**config.mk**
```make
export PLATFORM = sky130hd
export DESIGN_NAME = tgt_wave_gen
export DESIGN_NICKNAME = d
export VERILOG_FILES = /design/src/rtl/tgt_wave_gen.sv
export SDC_FILE = /design/constraint.sdc
export NUM_CORES = 2
export LEC_CHECK = 0
export BUFFER_PORTS_ARGS = -buffer_cell sky130_fd_sc_hd__buf_4
export CORE_MARGIN = 2
export CORE_UTILIZATION = 40
export DETAILED_ROUTE_END_ITERATION = 10
export GPL_TIMING_DRIVEN = 0
export SLEW_MARGIN = 15
export SYNTH_ARGS = -nofsm -noshare
export SYNTH_HDL_FRONTEND = slang
export SYNTH_SLANG_ARGS = --single-unit
```
**constraint.sdc**
```tcl
create_clock -name clk -period 17.58 [get_ports clk]
set_input_delay 2.637 -clock clk [delete_from_list [all_inputs] [get_ports clk]]
set_output_delay 2.637 -clock clk [all_outputs]
set_load 0.05 [all_outputs]
```
**src/rtl/tgt_wave_gen.sv**
```systemverilog
module tgt_wave_gen #(
  parameter int TW = 64,
  parameter int HW = 32,
  parameter int MIN_PULSE = 8,
  parameter logic [TW-1:0] SEC_NS = TW'(1_000_000_000),
  parameter logic [TW-1:0] LEAD_NS = TW'(1_000_000),
  parameter logic [TW-1:0] PROP_NS = TW'(1)
) (
  input  logic          clk,
  input  logic          rst_n,
  input  logic [TW-1:0] now_ns,
  input  logic          cfg_go,
  input  logic          cfg_en,
  input  logic [TW-1:0] cfg_period,
  input  logic [TW-1:0] cfg_start,
  output logic          busy,
  output logic          cfg_err,
  output logic [HW-1:0] half_ns,
  output logic [TW-1:0] target_ns,
  output logic          wave_oe,
  output logic          wave_out
);
  localparam int CW = $clog2(TW);

  typedef enum logic [1:0] {S_IDLE, S_PHASE, S_SEC} st_t;
  st_t st;

  logic [TW-1:0] dvd, dvs, rem, quo, start_q, phase_q, edge_t;
  logic [CW-1:0] cnt;
  logic [HW-1:0] half_q;
  logic [TW-1:0] tgt_q;
  logic          active, par, out_q, err_q;

  // configuration checks
  logic [TW-1:0] half_full;
  logic          bad_cfg;
  assign half_full = cfg_period >> 1;
  assign bad_cfg = cfg_period[0] || (half_full <= TW'(MIN_PULSE)) || (|half_full[TW-1:HW]);

  // one restoring division step
  logic [TW:0]   rsh;
  logic          ge;
  logic [TW-1:0] rem_n, quo_n;
  assign rsh   = {rem, dvd[TW-1]};
  assign ge    = rsh >= {1'b0, dvs};
  assign rem_n = ge ? TW'(rsh - {1'b0, dvs}) : rsh[TW-1:0];
  assign quo_n = {quo[TW-2:0], ge};

  logic          last;
  logic [TW-1:0] sec_start;
  assign last      = cnt == CW'(TW - 1);
  assign sec_start = quo_n * SEC_NS + phase_q;

  // edge scheduling
  logic [TW-1:0] nxt;
  logic          hit;
  assign nxt = edge_t + TW'(half_q);
  assign hit = now_ns >= edge_t;

  always_ff @(posedge clk) begin
    if (!rst_n) begin
      st <= S_IDLE;
      dvd <= '0; dvs <= '0; rem <= '0; quo <= '0; cnt <= '0;
      start_q <= '0; phase_q <= '0; edge_t <= '0;
      half_q <= '0; tgt_q <= '0;
      active <= 1'b0; par <= 1'b0; out_q <= 1'b0; err_q <= 1'b0;
    end else begin
      case (st)
        S_IDLE: begin
          if (cfg_go) begin
            active <= 1'b0;
            out_q  <= 1'b0;
            if (!cfg_en) begin
              half_q <= '0;
              tgt_q  <= '0;
              err_q  <= 1'b0;
            end else if (bad_cfg) begin
              err_q <= 1'b1;
            end else begin
              err_q   <= 1'b0;
              half_q  <= half_full[HW-1:0];
              start_q <= cfg_start;
              dvd     <= cfg_start;
              dvs     <= cfg_period;
              rem     <= '0;
              quo     <= '0;
              cnt     <= '0;
              st      <= S_PHASE;
            end
          end else if (active && hit) begin
            edge_t <= nxt;
            par    <= ~par;
            if (now_ns < nxt) out_q <= ~par;
          end
        end
        default: begin
          dvd <= dvd << 1;
          rem <= rem_n;
          quo <= quo_n;
          cnt <= cnt + 1'b1;
          if (last) begin
            if (st == S_PHASE && start_q < now_ns) begin
              phase_q <= rem_n;
              dvd <= now_ns + LEAD_NS + SEC_NS - TW'(1);
              dvs <= SEC_NS;
              rem <= '0;
              quo <= '0;
              cnt <= '0;
              st  <= S_SEC;
            end else begin
              tgt_q  <= (st == S_PHASE) ? start_q - PROP_NS : sec_start - PROP_NS;
              edge_t <= (st == S_PHASE) ? start_q - PROP_NS : sec_start - PROP_NS;
              par    <= 1'b0;
              out_q  <= 1'b0;
              active <= 1'b1;
              st     <= S_IDLE;
            end
          end
        end
      endcase
    end
  end

  assign busy      = st != S_IDLE;
  assign cfg_err   = err_q;
  assign half_ns   = half_q;
  assign target_ns = tgt_q;
  assign wave_oe   = active;
  assign wave_out  = out_q & active;
endmodule

```
== Word-level counts from Yosys, hierarchy flattened ==
Cells that the tools add are included.
Widths: inputs -> output; s select.
Storage, ports and cells
  register bits after elaboration: 555
  input bits: 196
  output and inout bits: 100
Operators by class
  $add $sub $neg: 9
  $mul: 1
  order comparisons: 5
  equal/unequal tests: 12
  muxes and demuxes: 60
  bitwise gates (word level): 4
  reduce and logical (&&, ||, !) cells: 20
Operators with widths (count)
  $mux 64: 28
  $sub 64x1->64 const B: 3
  $mux 63: 3
  $lt 64x64->1: 2
  $ge 65x64->1: 1
  $add 64x20->64 const B: 1
  $add 64x30->64 const B: 1
  $add 64x32->64: 1
  $add 64x64->64: 1
  $ge 64x64->1: 1
  $mul 64x21->55 const B: 1
  $mux 32: 2
  $sub 64x64->64: 1
  $le 63x4->1 const B: 1
  $mux 6: 6
  $reduce_or 31->1: 1
  $reduce_and 4->1: 5
  $mux 1: 15
  $ne 2x2->1 const B: 7
  $mux 2: 6
  $reduce_and 3->1: 4
  $add 6x1->6 const B: 1
  $eq 6x6->1 const B: 1
  $ne 3x3->1 const B: 2
  other kinds (10): 16

== Longest topological paths before layout ==
  depth after elaboration: 8
  gate-level depth with buffers: 53

== Least setup slack after synthesis ==
OpenSTA, ideal clock, no wires.
  path kind: reg2reg
  start point: reg dvs[27]
  end point: reg edge_t[63]
  library setup time: 130 ps
  data arrival time: 11024 ps
  path slack: 6427 ps
  cell stages (with the launch flop): 50
  path buffers: 3
  clock period less this slack: 11153 ps
  path through: dfxtp_1 inv_1 ha_1 clkbuf_1 nand4_1 or3_1 a211o_1 a2bb2oi_1 a21boi_1 nor2_1 nor2_2 inv_2 buf_2 buf_2 fa_1 inv_1 fa_1 inv_1 (+14 left out) o21ai_0 a21oi_1 o21ai_0 xnor2_1 ha_1 inv_1 ha_1 a21o_1 a21o_1 a21o_1 a311o_1 a21oi_1 o21ai_0 a21o_1 a211oi_1 xnor2_1 xnor2_1 o21ai_0
Between the ends
  word-level cells in the longest chain between the ends: 8
Ends and longest elaborated chain
  start: declaration: line 28  | logic [TW-1:0] dvd, dvs, rem, quo, start_q, phase_q, edge_t;
  start signal: assignment: line 84  | dvs <= cfg_period;
  $ge 65x64->1: line 45  | assign ge = rsh >= {1'b0, dvs};
  $mul 64x21->55: line 52  | assign sec_start = quo_n * SEC_NS + phase_q;
  $add 64x64->64: line 52
  $sub 64x1->64: line 112  | edge_t <= (st == S_PHASE) ? start_q - PROP_NS : sec_start - PROP_NS;
  $mux 64: line 112
  $mux 64: line 102  | if (st == S_PHASE && start_q < now_ns) begin
  $mux 64: line 101  | if (last) begin
  $mux 64: line 68  | case (st)
  end signal: assignment: line 91  | edge_t <= nxt;
  end signal: assignment: line 112
  end: declaration: line 28
Every way passes these cells. The select of a mux whose other input is x is not followed.
A chain may end at the register's enable or synchronous reset.

== Worst setup path in the final report ==
  start point: reg dvd[63]
  end point: reg tgt_q[63] (netlist: target_ns[63])
Between the ends
  word-level cells in the longest chain between the ends: 8
Ends and longest elaborated chain
  start: declaration: line 28
  start signal: assignment: line 83  | dvd <= cfg_start;
  start signal: assignment: line 97  | dvd <= dvd << 1;
  start signal: assignment: line 104  | dvd <= now_ns + LEAD_NS + SEC_NS - TW'(1);
  $ge 65x64->1: line 45
  $mul 64x21->55: line 52
  $add 64x64->64: line 52
  $sub 64x1->64: line 111  | tgt_q <= (st == S_PHASE) ? start_q - PROP_NS : sec_start - PROP_NS;
  $mux 64: line 111
  $mux 64: line 102
  $mux 64: line 101
  $mux 64: line 68
  end signal: assignment: line 111
  end: declaration: line 31  | logic [TW-1:0] tgt_q;
Every way passes these cells. The select of a mux whose other input is x is not followed.

==> metrics <==
biggest area consumer among synthesized cells dfxtp_1; initial antenna violation count 16; CP bufs+invs 9; Die Height 375.3 µm; Post-synth EDFFs 0; # DRC 0; Post-Route WL 228300 µm; worst r2r src dvd[63]; slowest CP cell fa_1; Max VDD drop 0.1041 mV; end of the worst hold path dvd[22]; largest net degree at the start of global routing 17; PostCTS Resize Cnt 0; CP endpoint kind flop; Avg Inst Size Synth 8.223 µm²; H-tree levels 3; clock root cell clkbuf_16; DIE WIDTH 375.3 µm; Skew-Pair Late Insertion Delay 0.71 ns; hold path depth 2; most frequent cells in the layout 946 x inv_1, 673 x ha_1, 590 x a21oi_1; antenna-violating nets left 0; GRT Util Overall 31.81%; top-area cell type share of the netlist area 19.82%; Worst Path Max Fanout 11; Layout Nets 8382; Reg-to-Reg End target_ns[63]; Sequential Area 10930 µm²; cell count after synthesis 6707; synth unique cells 92; Multi-input gate area 39620 µm²; site row count 136; Reg2Reg Depth 48; initial core utilization 40.21%; # setup viols final 0; Hold WC Path Type reg -> reg; WL/cell 25.58 µm; GPL Wtd Cong 0.9944; Post-CTS Setup Bufs 0; max incr delay on CP 0.63 ns; via count 51.95k; top cells by area, synth dfxtp_1 20%, fa_1 16%, ha_1 15%, inv_1 6.4%, a21oi_1 5.4%; Leakage 29.45 nW; synthesized flop and latch total 546; startpoint types flop; final global-route overflow total 0; Num CTS Buffers 69; die area 140900 µm²; max-cap viol count 0; first-pass GRT wire length 332600 µm; non-filler cells, final 8927; R2R setup slack 3.30 ns; DRT iter0 DRCs 5823; commonest non-fill, non-tap cell in the layout inv_1; Inst Count DP 8795; Slew Limit Fails 0; clock sink count 546; fraction of registers with async set/reset 0%; final hold vios 0; worst hold margin 0.4482 ns; # hold bufs at CTS 0; PortBufs 294; Power Dens Cells 49.88 nW/µm²; Worst Tran Pin Value 1.335 ns; syn nets 8017; via/cell ratio 5.820; Worst EP required 18.13 ns; status finished clean; Post-Syn Area 55150 µm²; Arr. time, crit path 14.83 ns; Final Skew 0.06217 ns; crit path time final 14.28 ns; share of layout cells above drive strength 1 6.777%; TNS Setup 0 ns; Slew headroom 11.00%; Yosys warnings 0; CP Class reg -> reg; DRT Pass-1 Iters 6; Most common cell on crit path fa_1; vias in the first global route 49.98k; Clock Pin Slew Worst Setup and Hold Paths 0.07 ns; Syn-to-layout area delta 12.69%; register area share after synthesis 19.82%; CTS tree done; I/O pins 296; main flop type after synthesis dfxtp_1; RSZ-0062 raised after global routing false; Tcrit/Tclk final 81.22%; Final HPWL DP 189000 µm; family with the most delay on the worst path adder cells; worst hold start dvd[22]; FMAX 70.04 MHz; number of fill cells 13.77k; Max Buffers Root-to-Sink 3; core area 137200 µm²
## tightest hold or removal path: stages (launching register included)
cell,delay [ns]
dfxtp_1,0.30
nand2_1,0.05
a21oi_1,0.05
## layout make-up
cell class | count | share of cell area, %
diodes | 6 | 0.02416
plain buffers | 277 | 1.721
clock buffers | 89 | 3.129
clock inverters | 37 | 0.9059
inverters | 948 | 5.726
multi-input cells | 4936 | 63.74
flip-flops and latches | 546 | 17.59
well taps | 1794 | 3.612
repair buffers | 294 | 3.551
## flip-flops by register name, indices dropped and copies added (netlist names)
| register | flops |
|---|---|
| dvd | 64 |
| dvs | 64 |
| edge_t | 64 |
| phase_q | 64 |
| rem | 64 |
| start_q | 64 |
| target_ns | 64 |
| quo | 54 |
| half_ns | 32 |
| cnt | 6 |
| st | 2 |
| cfg_err | 1 |
| out_q | 1 |
| par | 1 |
| wave_oe | 1 |
## cells in the mapped netlist, drive strengths merged (35+ instances only)
| cell | n |
|---|---|
| inv | 948 |
| ha | 673 |
| a21oi | 590 |
| nand2 | 563 |
| dfxtp | 546 |
| fa | 441 |
| o21ai | 433 |
| nor2 | 403 |
| clkbuf | 240 |
| xnor2 | 226 |
| a21o | 171 |
| nor3 | 147 |
| xor2 | 128 |
| nand3 | 115 |
| a22oi | 87 |
| nand4 | 84 |
| a211oi | 75 |
| a31oi | 65 |
| nor4 | 58 |
| a22o | 57 |
| o21a | 52 |
| nand2b | 48 |
| and3 | 40 |
| buf | 37 |
| mux2i | 36 |
| nor2b | 35 |
## stage by stage
step | util (%) | cell area, µm² | power [W] | setup WS [ns]
global placement | 43.46 | 59600 | 0.001503 | 3.510
detailed placement | 43.47 | 59620 | 0.001504 | 3.600
CTS | 45.30 | 62120 | 0.003098 | 3.530
global route | 45.31 | 62140 | 0.003161 | 2.683
floorplan | - | 55150 | 0.001381 | 6.427
finish | 45.31 | 62150 | 0.003100 | 3.302
## cell families after synthesis
group / Yosys count / synth area share, %
DFF: 546 / 19.82
buffers and inverters: 1225 / 8.374
adders and majority gates: 1114 / 31.28
and+or+nand+nor: 1600 / 13.48
AOI/OAI and AO/OA: 1828 / 20.69
xor gates and xnor gates: 354 / 5.622
muxes: 40 / 0.7351
## how the worst max path moves through the flow
stage	start	endpoint	slack (ns)	depth (start not counted)
floorplan	dvs[27]	edge_t[63]	6.43	49
global placement	dvd[63]	edge_t[63]	3.51	48
detailed placement	dvd[63]	edge_t[63]	3.60	48
CTS	dvd[63]	target_ns[63]	3.53	48
global route	dvd[63]	target_ns[63]	2.68	48
finish	dvd[63]	target_ns[63]	3.30	48
## per-layer routing
layer	global-route usage, %	wire length [µm]
met1	44.93	101700
met2	47.02	95850
met3	7.411	22060
met4	11.68	8669
met5	0	63
## power breakdown
part | switching, W | internal [W] | leakage [nW]
clock | 0.000671 | 0.000943 | 1.22
combinational | 0.000152 | 0.0000791 | 23.8
sequential | 0.0000118 | 0.00124 | 4.40
total | 0.000834 | 0.00227 | 29.4
Note: power is estimated with default switching activity, not from simulation.
